===== config.mk =====
export PLATFORM = sky130hd
export DESIGN_NAME = busCycleSeq
export DESIGN_NICKNAME = d
export VERILOG_FILES = /design/src/rtl/busSeqPkg.sv /design/src/rtl/busSeqCtrl.sv /design/src/rtl/busSeqPath.sv /design/src/rtl/busCycleSeq.sv
export SDC_FILE = /design/constraint.sdc
export NUM_CORES = 1
export LEC_CHECK = 0
export BUFFER_PORTS_ARGS = -buffer_cell sky130_fd_sc_hd__buf_4
export CAP_MARGIN = 5
export CORE_MARGIN = 5
export CORE_UTILIZATION = 40
export CTS_CLUSTER_DIAMETER = 80
export CTS_CLUSTER_SIZE = 24
export DETAILED_ROUTE_END_ITERATION = 10
export PLACE_DENSITY_LB_ADDON = 0.12
export SLEW_MARGIN = 0
export SYNTH_ARGS = -nofsm -noshare
export SYNTH_HDL_FRONTEND = slang
export SYNTH_HIERARCHICAL = 1
export SYNTH_SLANG_ARGS = --single-unit
export TNS_END_PERCENT = 5

===== constraint.sdc =====
create_clock -name clk -period 2.3 [get_ports clk]
set_clock_uncertainty 0.15 [all_clocks]
set_input_delay 0.345 -clock clk [delete_from_list [all_inputs] [get_ports clk]]
set_output_delay 0.345 -clock clk [all_outputs]
set_load 0.1 [all_outputs]

===== src/rtl/busSeqPkg.sv =====
`timescale 1ns/1ps
package busSeqPkg;

  typedef enum logic [2:0] {
    ST_IDLE,
    ST_T1,
    ST_T2,
    ST_T3,
    ST_TW,
    ST_T4,
    ST_HOLD
  } busState_e;

  // strobes from control to datapath
  typedef struct packed {
    logic load;       // capture a new request
    logic addrPhase;  // address state
    logic dataPhase;  // second cycle through closing state
    logic capture;    // take read data at this edge
    logic inT4;       // closing state
    logic goNext;     // a new transfer starts at this edge
    logic floatBus;   // bus released to another master
  } pathCtl_t;

endpackage


===== src/rtl/busSeqCtrl.sv =====
`timescale 1ns/1ps
module busSeqCtrl
  import busSeqPkg::*;
(
  input  logic     clk,
  input  logic     rstN,
  input  logic     reqValid,
  input  logic     ready,
  input  logic     hold,
  input  logic     curWrite,
  input  logic     noRelease,
  output pathCtl_t ctl,
  output logic     reqAccept,
  output logic     ale,
  output logic     rdN,
  output logic     wrN,
  output logic     denN,
  output logic     dtR,
  output logic     busOe,
  output logic     hlda,
  output logic     done
);

  busState_e state, nextState;
  logic holdEarly;
  logic releaseNow;
  logic goNext;
  logic strobePhase;
  logic cyclePhase;

  always_comb begin
    releaseNow = hold && holdEarly && !noRelease;
    goNext     = 1'b0;
    nextState  = state;
    unique case (state)
      ST_IDLE: begin
        if (hold) begin
          nextState = ST_HOLD;
        end else if (reqValid) begin
          nextState = ST_T1;
          goNext    = 1'b1;
        end
      end
      ST_T1:        nextState = ST_T2;
      ST_T2:        nextState = ST_T3;
      ST_T3, ST_TW: nextState = ready ? ST_T4 : ST_TW;
      ST_T4: begin
        if (releaseNow) begin
          nextState = ST_HOLD;
        end else if (reqValid) begin
          nextState = ST_T1;
          goNext    = 1'b1;
        end else begin
          nextState = ST_IDLE;
        end
      end
      ST_HOLD:      if (!hold) nextState = ST_IDLE;
      default:      nextState = ST_IDLE;
    endcase
  end

  always_ff @(posedge clk or negedge rstN) begin
    if (!rstN) begin
      state     <= ST_IDLE;
      holdEarly <= 1'b0;
    end else begin
      state <= nextState;
      if (goNext) begin
        holdEarly <= 1'b0;
      end else if ((state == ST_T1 || state == ST_T2) && hold) begin
        holdEarly <= 1'b1;
      end
    end
  end

  // half-cycle outputs
  always_ff @(negedge clk or negedge rstN) begin
    if (!rstN) begin
      denN <= 1'b1;
      hlda <= 1'b0;
    end else begin
      denN <= !(state inside {ST_T2, ST_T3, ST_TW});
      hlda <= (state == ST_HOLD);
    end
  end

  assign strobePhase = state inside {ST_T2, ST_T3, ST_TW};
  assign cyclePhase  = state inside {ST_T1, ST_T2, ST_T3, ST_TW, ST_T4};

  assign reqAccept = goNext;
  assign ale       = (state == ST_T1);
  assign rdN       = !(strobePhase && !curWrite);
  assign wrN       = !(strobePhase && curWrite);
  assign dtR       = !(cyclePhase && !curWrite);
  assign busOe     = (state != ST_HOLD);
  assign done      = (state == ST_T4);

  always_comb begin
    ctl           = '0;
    ctl.load      = goNext;
    ctl.addrPhase = (state == ST_T1);
    ctl.dataPhase = state inside {ST_T2, ST_T3, ST_TW, ST_T4};
    ctl.capture   = (state == ST_T3 || state == ST_TW) && ready;
    ctl.inT4      = (state == ST_T4);
    ctl.goNext    = goNext;
    ctl.floatBus  = (state == ST_HOLD);
  end

  a_r5_wait_needs_low_ready: assert property (@(posedge clk) disable iff (!rstN)
    (state == ST_TW) |-> !$past(ready));

  a_r6_den_inside_cycle: assert property (@(posedge clk) disable iff (!rstN)
    !denN |-> (state inside {ST_T2, ST_T3, ST_TW, ST_T4}));

  a_r11_hlda_only_released: assert property (@(posedge clk) disable iff (!rstN)
    hlda |-> (state == ST_HOLD));

  a_r9_release_needs_hold: assert property (@(posedge clk) disable iff (!rstN)
    $rose(state == ST_HOLD) |-> $past(hold));

endmodule


===== src/rtl/busSeqPath.sv =====
`timescale 1ns/1ps
module busSeqPath
  import busSeqPkg::*;
#(
  parameter int ADDR_W = 20,
  parameter int DATA_W = 16
) (
  input  logic                     clk,
  input  logic                     rstN,
  input  pathCtl_t                 ctl,
  input  logic [ADDR_W-1:0]        reqAddr,
  input  logic [DATA_W-1:0]        reqWData,
  input  logic                     reqWrite,
  input  logic                     reqMem,
  input  logic [DATA_W/8-1:0]      reqByteEn,
  input  logic                     reqLock,
  input  logic                     reqSplitFirst,
  input  logic                     reqIntaFirst,
  input  logic [DATA_W-1:0]        adIn,
  output logic [DATA_W-1:0]        adOut,
  output logic                     adOe,
  output logic [ADDR_W-DATA_W-1:0] addrHi,
  output logic                     bheN,
  output logic                     mIo,
  output logic [DATA_W-1:0]        rdData,
  output logic                     curWrite,
  output logic                     noRelease
);

  localparam int LANES = DATA_W / 8;
  localparam int HI_W  = ADDR_W - DATA_W;

  logic [ADDR_W-1:0] curAddr;
  logic [DATA_W-1:0] curData;
  logic              curMem;
  logic [LANES-1:0]  curBe;

  always_ff @(posedge clk or negedge rstN) begin
    if (!rstN) begin
      curAddr   <= '0;
      curData   <= '0;
      curWrite  <= 1'b0;
      curMem    <= 1'b0;
      curBe     <= '0;
      noRelease <= 1'b0;
    end else if (ctl.load) begin
      curAddr   <= reqAddr;
      curData   <= reqWData;
      curWrite  <= reqWrite;
      curMem    <= reqMem;
      curBe     <= reqByteEn;
      noRelease <= reqLock || reqSplitFirst || reqIntaFirst;
    end
  end

  assign adOut  = ctl.addrPhase ? curAddr[DATA_W-1:0] : curData;
  assign adOe   = !ctl.floatBus && (ctl.addrPhase || (ctl.dataPhase && curWrite));
  assign addrHi = (ctl.addrPhase && curMem) ? curAddr[ADDR_W-1:DATA_W] : {HI_W{1'b0}};
  assign bheN   = !(ctl.addrPhase && curBe[LANES-1]);
  assign mIo    = ctl.goNext ? reqMem : curMem;

  for (genvar g = 0; g < LANES; g++) begin : gLane
    logic [7:0] laneQ;
    always_ff @(posedge clk or negedge rstN) begin
      if (!rstN) begin
        laneQ <= 8'h00;
      end else if (ctl.capture && !curWrite) begin
        laneQ <= curBe[g] ? adIn[g*8 +: 8] : 8'h00;
      end
    end
    assign rdData[g*8 +: 8] = laneQ;
  end

  a_r7_mio_steady: assert property (@(posedge clk) disable iff (!rstN)
    (ctl.dataPhase && !ctl.inT4) |-> $stable(mIo));

endmodule


===== src/rtl/busCycleSeq.sv =====
`timescale 1ns/1ps
module busCycleSeq
  import busSeqPkg::*;
#(
  parameter int ADDR_W = 20,
  parameter int DATA_W = 16
) (
  input  logic                     clk,
  input  logic                     rstN,
  input  logic                     reqValid,
  input  logic [ADDR_W-1:0]        reqAddr,
  input  logic [DATA_W-1:0]        reqWData,
  input  logic                     reqWrite,
  input  logic                     reqMem,
  input  logic [DATA_W/8-1:0]      reqByteEn,
  input  logic                     reqLock,
  input  logic                     reqSplitFirst,
  input  logic                     reqIntaFirst,
  output logic                     reqAccept,
  input  logic [DATA_W-1:0]        adIn,
  output logic [DATA_W-1:0]        adOut,
  output logic                     adOe,
  output logic [ADDR_W-DATA_W-1:0] addrHi,
  output logic                     ale,
  output logic                     rdN,
  output logic                     wrN,
  output logic                     denN,
  output logic                     dtR,
  output logic                     mIo,
  output logic                     bheN,
  output logic                     busOe,
  input  logic                     ready,
  input  logic                     hold,
  output logic                     hlda,
  output logic                     done,
  output logic [DATA_W-1:0]        rdData
);

  pathCtl_t ctl;
  logic     curWrite;
  logic     noRelease;

  busSeqCtrl u_ctrl (
    .clk       (clk),
    .rstN      (rstN),
    .reqValid  (reqValid),
    .ready     (ready),
    .hold      (hold),
    .curWrite  (curWrite),
    .noRelease (noRelease),
    .ctl       (ctl),
    .reqAccept (reqAccept),
    .ale       (ale),
    .rdN       (rdN),
    .wrN       (wrN),
    .denN      (denN),
    .dtR       (dtR),
    .busOe     (busOe),
    .hlda      (hlda),
    .done      (done)
  );

  busSeqPath #(
    .ADDR_W (ADDR_W),
    .DATA_W (DATA_W)
  ) u_path (
    .clk           (clk),
    .rstN          (rstN),
    .ctl           (ctl),
    .reqAddr       (reqAddr),
    .reqWData      (reqWData),
    .reqWrite      (reqWrite),
    .reqMem        (reqMem),
    .reqByteEn     (reqByteEn),
    .reqLock       (reqLock),
    .reqSplitFirst (reqSplitFirst),
    .reqIntaFirst  (reqIntaFirst),
    .adIn          (adIn),
    .adOut         (adOut),
    .adOe          (adOe),
    .addrHi        (addrHi),
    .bheN          (bheN),
    .mIo           (mIo),
    .rdData        (rdData),
    .curWrite      (curWrite),
    .noRelease     (noRelease)
  );

  a_r2_ale_with_address: assert property (@(posedge clk) disable iff (!rstN)
    ale |-> adOe);

  a_r4_read_lines_released: assert property (@(posedge clk) disable iff (!rstN)
    !rdN |-> !adOe);

  a_r3_write_lines_driven: assert property (@(posedge clk) disable iff (!rstN)
    !wrN |-> adOe);

  a_r9_float_when_granted: assert property (@(posedge clk) disable iff (!rstN)
    hlda |-> (!adOe && !busOe && !ale));

endmodule


==> flow_summary_export.csv, run 1 <==
group,metric,value,unit
timing,grt_setup_unrepaired,"true",
timing,slew_headroom,69.0,%
finish,drive_gt1_share,57.6,%
floorplan,ios,112,
critical_path,end_kind,"output port",
flow_run,max-cap-violations,0,
clocking,cts_buffers,9,
place,io_buffers,111,
clocking,clock_path_buffers,2,
grt,grt_pass1_wl,11.7,mm
yosys,synthCells,242,
drt,drt_iter0_markers,36,
drt,vias_per_cell,4.68,
finish,nets,422,
floorplan,coreArea,0.00769,sq mm
timing,finalSetupViolCount,20,
drt,ant_nets,0,
clocking,h-tree-depth,3,
place,preCtsSetupSlack,-0.116,ns
critical_path,critPathBufInv,1,
timing,worst_pin_slew,0.465,ns
finish,final_area,0.00465,sq mm
critical_path,crit_arrival,2.22,ns
grt,grtUsageTotal,15.0,%
grt,grt_overflow_total,0,
worst_hold_path,hp-class,"in -> reg",
critical_path,cp_max_fo,1,
grt,antenna_found_initial,0,
clocking,cts_tree,"built",
floorplan,die_x,98.5,um
grt,grt_max_degree,37,
drt,drt-total-wl,7.13,mm
drt,wire_per_inst,15.3,um
status,status,"finished, violations left",
critical_path,cp_top_family,"flip-flops",
critical_path,slowest_stage,"dfstp_2",
yosys,syn_avg_cell_area,12.9,sq um
timing,drv_slew,0,
timing,hold_viol_final,0,
timing,fin_setup_tns,-1.82,ns
critical_path,cp.required,1.80,ns
floorplan,core.rowCount,32,
finish,area_growth,48.3,%
floorplan,die_area,0.00970,sq mm
drt,drc,0,
clocking,path_clk_slew,0.08,ns
clocking,clkLatencyLatePin,0.33,ns
critical_path,critPathMaxStageDelay,0.53,ns
finish,fillers,654,
clocking,numClockSinks,63,
critical_path,cp_cell_sequence,"buf_12",
grt,grt_pass1_vias,2334,
drt,dr_total_vias,2176,
clocking,post_cts_buffers,0,
floorplan,start_util,40.8,%
critical_path,worst_setup_path_start_kind,"flip-flop",
critical_path,crit_type,"reg -> out",
yosys,yosys_warnings,6,
floorplan,die_y,98.5,um
place,place_area,0.00417,sq mm
timing,fin_ws,-0.419,ns
clocking,root_buffer,"clkbuf_8",
yosys,synth_fp_nets,306,
finish,antennaDiodeCount,0,
yosys,syn_area,0.00313,sq mm
place,place_congestion,0.755,
drt,drt-pass1-iter-count,4,
place,place_hpwl,5.05,mm
status,violations,"negative setup slack",
[per-layer routing]
| layer | GRT usage [%] | share of wire [%] | up-vias |
|---|---|---|---|
| met5 | 0 | 0 | - |
| met4 | 5.04 | 1.1 | 0 |
| met3 | 5.52 | 7.1 | 7 |
| met2 | 23.9 | 47 | 69 |
| met1 | 19.0 | 45 | 1054 |
| li1 | - | - | 1046 |
[state kept, by name, indices dropped and copies added, names as in the netlist]
name / count
u_path/noRelease: 1
u_path/gLane.laneQ: 16
u_ctrl/state: 3
u_ctrl/hlda: 1
u_path/curWrite: 1
u_path/curBe: 2
u_ctrl/holdEarly: 1
u_path/curData: 16
u_ctrl/denN: 1
u_path/curAddr: 20
u_path/curMem: 1
[placed cells by master, fill, tap and decap left out, drive strengths merged]
master	n
buf	122
dfrtp	61
mux2	57
nand2	21
inv	21
mux2i	16
clkbuf	9
nor2	6
nor3	5
a21oi	5
nor2b	5
and3	5
clkinv	4
o21ai	3
and3b	2
nand3b	2
xor2	2
nand2b	2
clkinvlp	2
dlygate4sd3	1
nor3b	1
o21a	1
a31oi	1
or2	1
o31ai	1
o221a	1
a211o	1
o22a	1
a32o	1
o211a	1
dfstp	1
dfrtn	1
[timing repair]
action	CTS	global route
endpoints found under the setup margin	25	25
hold buffers	1	0
pin swaps	1	3
hold endpoints to repair	61	0
resized for setup	68	4
[per-stage QoR]
stage          hold WS, ns  cells  utilization (%)
6_report            0.0837    465             60.4
2_1_floorplan       -0.101    242                -
5_1_grt             0.0625    465             60.4
3_5_place_dp         0.243    448             54.2
4_1_cts             0.0694    465             60.2
3_3_place_gp         0.249    448             54.2
[path summary, 6_finish.rpt]
kind | startpoint | to | slack, ns | cells after the start
worst max register to register | u_ctrl/state[0] | u_path/curAddr[9] | 0.18 | 7
min in group asynchronous | rstN | u_ctrl/state[0] | 0.46 | 3
worst min-delay path | reqWData[6] | u_path/curData[6] | 0.08 | 2
worst max-delay path | u_ctrl/denN | denN | -0.42 | 1
max in group asynchronous | rstN | u_ctrl/denN | 0.48 | 2
worst min register to register | u_path/curAddr[18] | u_path/curAddr[18] | 0.36 | 1
[layout make-up]
type                    instances  area (sq um)  share of cell area [%]
well taps                     102           128                    2.75
clock buffers                   9           124                    2.67
repair buffers                123          1250                    27.0
clock inverters                 8          52.6                    1.13
inverters                      19          73.8                    1.59
multi-input cells             141          1440                    30.9
flip-flops and latches         63          1580                    34.0
Power of run 1 is not shown: default switching activity piles up to over one toggle a cycle in this logic, so the estimate is an artifact.
==> run 2: changes to the inputs <==
CORE_MARGIN = default   (was 5)
CTS_BUF_LIST = sky130_fd_sc_hd__clkbuf_16   (was default)
==> run 2 against run 1 <==
The run still ends with negative setup slack left; final area grew 2.0%; routed wire length shrank 6.5%; core utilization grew 3.5 points; critical endpoint unchanged; highest routed layer unchanged.
==> flow_summary_export.csv, run 2 (same netlist as run 1, synthesis figures left out) <==
group,metric,value,unit
finish,nets,424,
critical_path,slowest_stage,"dfstp_2",
timing,hold_viol_final,0,
clocking,path_clk_slew,0.06,ns
clocking,numClockSinks,63,
place,io_buffers,111,
critical_path,end_kind,"output port",
grt,grt_pass1_wl,11.4,mm
drt,vias_per_cell,4.77,
timing,fin_hold_ws,0.0952,ns
clocking,clkLatencyLatePin,0.32,ns
drt,drt-pass1-iter-count,4,
drt,drt_iter0_markers,58,
finish,stdcell_count,464,
timing,drv_slew,0,
floorplan,die_x,90.5,um
floorplan,start_util,42.3,%
grt,grtUsageTotal,17.7,%
finish,final_cell_mix,"96 x buf_4, 60 x dfrtp_1, 52 x mux2_4, 23 x buf_12, 20 x nand2_1",
finish,mostFrequentLayoutCell,"buf_4",
timing,grt_setup_unrepaired,"true",
floorplan,die_area,0.00819,sq mm
floorplan,ios,112,
clocking,cts_tree,"built",
drt,drc,0,
floorplan,coreArea,0.00741,sq mm
floorplan,die_y,90.5,um
timing,slew_headroom,72.6,%
clocking,h-tree-depth,3,
drt,ant_nets,0,
finish,largest_reg_flops,20,
critical_path,critPathMaxStageDelay,0.53,ns
clocking,post_cts_buffers,0,
timing,fin_setup_tns,-1.48,ns
clocking,cts_buffers,9,
grt,antenna_found_initial,0,
floorplan,core.rowCount,31,
worst_hold_path,hp-class,"in -> reg",
critical_path,cp_max_fo,1,
critical_path,worst_setup_path_start_kind,"flip-flop",
finish,drive_gt1_share,58.4,%
drt,dr_total_vias,2211,
finish,antennaDiodeCount,0,
critical_path,cp.required,1.80,ns
clocking,root_buffer,"clkbuf_16",
drt,wire_per_inst,14.4,um
grt,grt_max_degree,33,
critical_path,cp_top_family,"flip-flops",
grt,grt_overflow_total,0,
status,status,"finished, violations left",
place,place_hpwl,4.60,mm
place,place_congestion,0.746,
critical_path,crit_type,"reg -> out",
critical_path,critPathBufInv,1,
status,violations,"negative setup slack",
grt,grt_pass1_vias,2289,
finish,utilization,64.0,%
finish,reg_top3,"u_path/curAddr: 20 flops, u_path/curData: 16 flops, u_path/gLane.laneQ: 16 flops",
clocking,clock_path_buffers,2,
critical_path,cp_cell_sequence,"buf_12",
drt,drt-total-wl,6.67,mm
finish,area_growth,51.3,%
place,placedCellCount,447,
finish,top_register,"u_path/curAddr",
timing,worst_pin_slew,0.410,ns
timing,fin_ws,-0.419,ns
finish,fillers,575,
flow_run,max-cap-violations,0,
timing,finalSetupViolCount,20,
critical_path,crit_arrival,2.22,ns
## run 2: cell count changes in the layout (fill, tap and decap cells not counted), sizes merged
| cell | previous run | this run |
|---|---|---|
| buf | 122 | 124 |
| clkinv | 4 | 7 |
| inv | 21 | 20 |
| clkinvlp | 2 | 0 |
## run 2: stage by stage
| step | setup slack (ns) | cell area (sq um) |
|---|---|---|
| final | -0.419 | 4740 |
| after floorplan | -0.488 | 3270 |
| after detailed placement | -0.119 | 4170 |
| after global routing | -0.469 | 4740 |
| after CTS | -0.432 | 4700 |
| after global placement | -0.113 | 4170 |
## run 2: layout make-up
cell class / instances / area, sq um / area share, %
tap: 99 / 124 / 2.61
timing repair buffer: 125 / 1250 / 26.3
clock buffer: 9 / 225 / 4.75
inverter: 19 / 73.8 / 1.56
multi-input combinational: 141 / 1440 / 30.3
clock inverter: 8 / 53.8 / 1.13
sequential: 63 / 1580 / 33.3
## run 2: path summary, 6_finish.rpt
path	startpoint	end	slack, ns	depth (start not counted)
setup / recovery	u_ctrl/denN	denN	-0.42	1
hold / removal	reqWData[3]	u_path/curData[3]	0.1	2
setup reg to reg	u_ctrl/state[0]	u_ctrl/denN	0.17	2
hold reg to reg	u_path/curAddr[18]	u_path/curAddr[18]	0.36	1
max in group asynchronous	rstN	u_ctrl/denN	0.50	2
min in group asynchronous	rstN	u_ctrl/state[0]	0.46	3
## run 2: metal layers
metal  track usage [%]  vias up  wire length (um)
met5                 0        -                 0
met1              23.3     1079              3110
met3              5.13        8               427
met2              27.3       72              3030
li1                  -     1052                 -
met4              6.85        0                98
## run 2: what timing repair did
item	4_1_cts	5_1_grt
hold endpoints to repair	61	0
pin swaps	1	0
hold buffers	1	0
setup endpoints to repair	25	25
resized for setup	62	8
## run 2: worst reg2reg max path, cell delays in order (launching register included)
cell and delay [ns]:
dfrtp_1 0.46, nor3b_2 0.26, nor2_1 0.09
Power of run 2 is left out for the same reason.
==> run 3: changes to the inputs <==
CELL_PAD_IN_SITES_DETAIL_PLACEMENT = 0   (was default)
CELL_PAD_IN_SITES_GLOBAL_PLACEMENT = 1   (was default)
CORE_UTILIZATION = 37   (was 40)
SYNTH_HIERARCHICAL = default   (was 1)
==> run 3 against run 2 <==
The flow still finishes with violations (negative setup slack); non-clock buffer count shrank 4; synthesized area shrank 7.3%; first-iteration DRC count shrank 38%; register-to-register slack is essentially flat; count of clock-buffer cells in the layout is the same; die area grew 0.21%; worst hold slack gained 0.0090 ns; setup slack lost 0.0049 ns; synthesized cell count shrank 3.3%; routed wire length shrank 1.1%; highest routed layer unchanged; via count shrank 2.4%.
==> flow_summary_export.csv, run 3 <==
group,metric,value,unit
critical_path,timing.rr.end,"u_ctrl.denN",
grt,grt_pass1_vias,2179,
yosys,seq_area_frac_synth,54.3,%
critical_path,slowest_stage,"dfstp_2",
floorplan,start_util,39.2,%
critical_path,crit_type,"reg -> out",
critical_path,ff2ff_setup_slack,0.17,ns
place,preCtsSetupSlack,-0.116,ns
finish,antennaDiodeCount,0,
finish,area_growth,48.5,%
grt,antenna_found_initial,0,
yosys,synth.most_common_cell,"dfrtp_1",
timing,fin_hold_ws,0.104,ns
finish,top_register,"u_path.curAddr",
finish,fillers,654,
critical_path,cp.required,1.80,ns
yosys,yosys_warnings,0,
finish,mostFrequentLayoutCell,"buf_4",
floorplan,coreArea,0.00741,sq mm
critical_path,reg2reg_depth,2,
drt,dr_total_vias,2159,
worst_hold_path,whs_endpoint,"u_path.curAddr[10]",
critical_path,cp_max_fo,1,
yosys,yosys.area.top_type,"dfrtp_1",
critical_path,worst-path-stages,1,
grt,grt_max_degree,58,
timing,worst_pin_slew,0.729,ns
drt,drt_iter0_markers,36,
grt,grt_pass1_wl,10.9,mm
finish,largest_reg_flops,20,
grt,grtUsageTotal,17.3,%
critical_path,startpoint,"u_ctrl.denN",
critical_path,crit_arrival,2.23,ns
yosys,synth_edf_count,0,
clocking,clock_path_buffers,2,
drt,vias_per_cell,4.73,
finish,final_cell_mix,"92 x buf_4, 60 x dfrtp_1, 48 x mux2_2, 37 x nand2_1, 19 x buf_6",
place,place_congestion,0.755,
clocking,root_buffer,"clkbuf_16",
worst_hold_path,whs_path_depth,2,
yosys,syn_avg_cell_area,12.4,sq um
yosys,synth_fp_nets,298,
drt,drc,0,
yosys,synthCells,234,
timing,fin_setup_tns,-2.47,ns
floorplan,die_area,0.00821,sq mm
status,violations,"negative setup slack",
clocking,path_clk_slew,0.05,ns
drt,wire_per_inst,14.5,um
clocking,cts_tree,"built",
clocking,clkLatencyLatePin,0.32,ns
finish,ff_latch_area,0.00158,sq mm
floorplan,die_y,90.6,um
finish,multi_input_area,0.00124,sq mm
yosys,syn_area,0.00290,sq mm
yosys,ys_dominant_reg_cell,"dfrtp_1",
critical_path,end_kind,"output port",
yosys,synth.area.top_cells,"dfrtp_1 53%, mux2_2 19%, nand2_1 4.8%",
drt,drt-pass1-iter-count,4,
finish,stdcell_count,456,
critical_path,r2r-start,"u_ctrl.state[2]",
yosys,yosys_register_bits,63,
worst_hold_path,hp-class,"in -> reg",
worst_hold_path,min_from,"reqAddr[10]",
critical_path,cp_cell_sequence,"buf_12",
timing,slew_headroom,51.4,%
grt,grt_overflow_total,0,
finish,reg_top3,"u_path.curAddr: 20 flops, u_path.curData: 16 flops, u_path.gLane.laneQ: 16 flops",
floorplan,die_x,90.6,um
yosys,synthTopCellsByCount,"61 x dfrtp_1, 48 x mux2_2, 37 x nand2_1",
drt,drt-total-wl,6.60,mm
timing,finalSetupViolCount,20,
clocking,numClockSinks,63,
critical_path,cp_top_family,"flip-flops",
drt,ant_nets,0,
place,placedCellCount,439,
timing,grt_setup_unrepaired,"true",
place,place_hpwl,4.60,mm
finish,drive_gt1_share,56.9,%
flow_run,max-cap-violations,0,
critical_path,critPathBufInv,1,
clocking,cts_buffers,9,
yosys,yosysTopAreaCellShare,52.6,%
place,io_buffers,111,
floorplan,ios,112,
critical_path,worst_setup_path_start_kind,"flip-flop",
timing,hold_viol_final,0,
finish,nets,416,
timing,fin_ws,-0.424,ns
yosys,synthArstFlopShare,100,%
critical_path,critPathMaxStageDelay,0.54,ns
clocking,h-tree-depth,3,
floorplan,core.rowCount,31,
timing,drv_slew,0,
yosys,synth.distinct_cells,41,
status,status,"finished, violations left",
[run 3: logic make-up after synthesis]
kind of cell           Yosys count  synth area share [%]
multiplexers                    57                  23.1
AO/OA/AOI/OAI                   30                  6.64
buffers and inverters           19                  3.83
flip-flops                      63                  54.3
XOR/XNOR                         1                 0.302
AND/OR/NAND/NOR                 64                  11.8
[run 3: cell type report]
cell class	count	share of cell area, %
flip-flops and latches	63	36.6
multi-input cells	152	28.7
repair buffers	121	25.4
clock buffers	9	5.22
well taps	99	2.87
clock inverters	8	0.841
inverters	4	0.348
[run 3: stage by stage]
stage,utilization (%),cell area [sq um]
after global routing,58.2,4310
after global placement,52.3,3870
after detailed placement,52.3,3870
final,58.2,4310
after CTS,57.9,4290
after floorplan,-,2920
[run 3: layer usage]
| layer | track usage [%] | vias up | part of all wire (%) |
|---|---|---|---|
| li1 | - | 1042 | - |
| met1 | 21.2 | 1028 | 41 |
| met2 | 26.4 | 75 | 48 |
| met3 | 6.90 | 14 | 8.8 |
| met4 | 8.33 | 0 | 2.3 |
| met5 | 0 | - | 0 |
[run 3: worst max-delay path by stage]
stage	endpoint	slack (ns)
6_report	denN	-0.42
5_1_grt	denN	-0.47
4_1_cts	denN	-0.43
3_5_place_dp	denN	-0.12
3_3_place_gp	denN	-0.12
2_1_floorplan	hlda	-0.29
[run 3: repair_timing]
action                                 in CTS  in global routing
endpoints found under the hold margin       4                  0
gates resized for setup                    38                  6
setup buffers                               0                  0
hold buffers                                1                  0
setup endpoints to repair                  24                 24
pin swaps                                   0                  1
Power of run 3 is left out for the same reason.
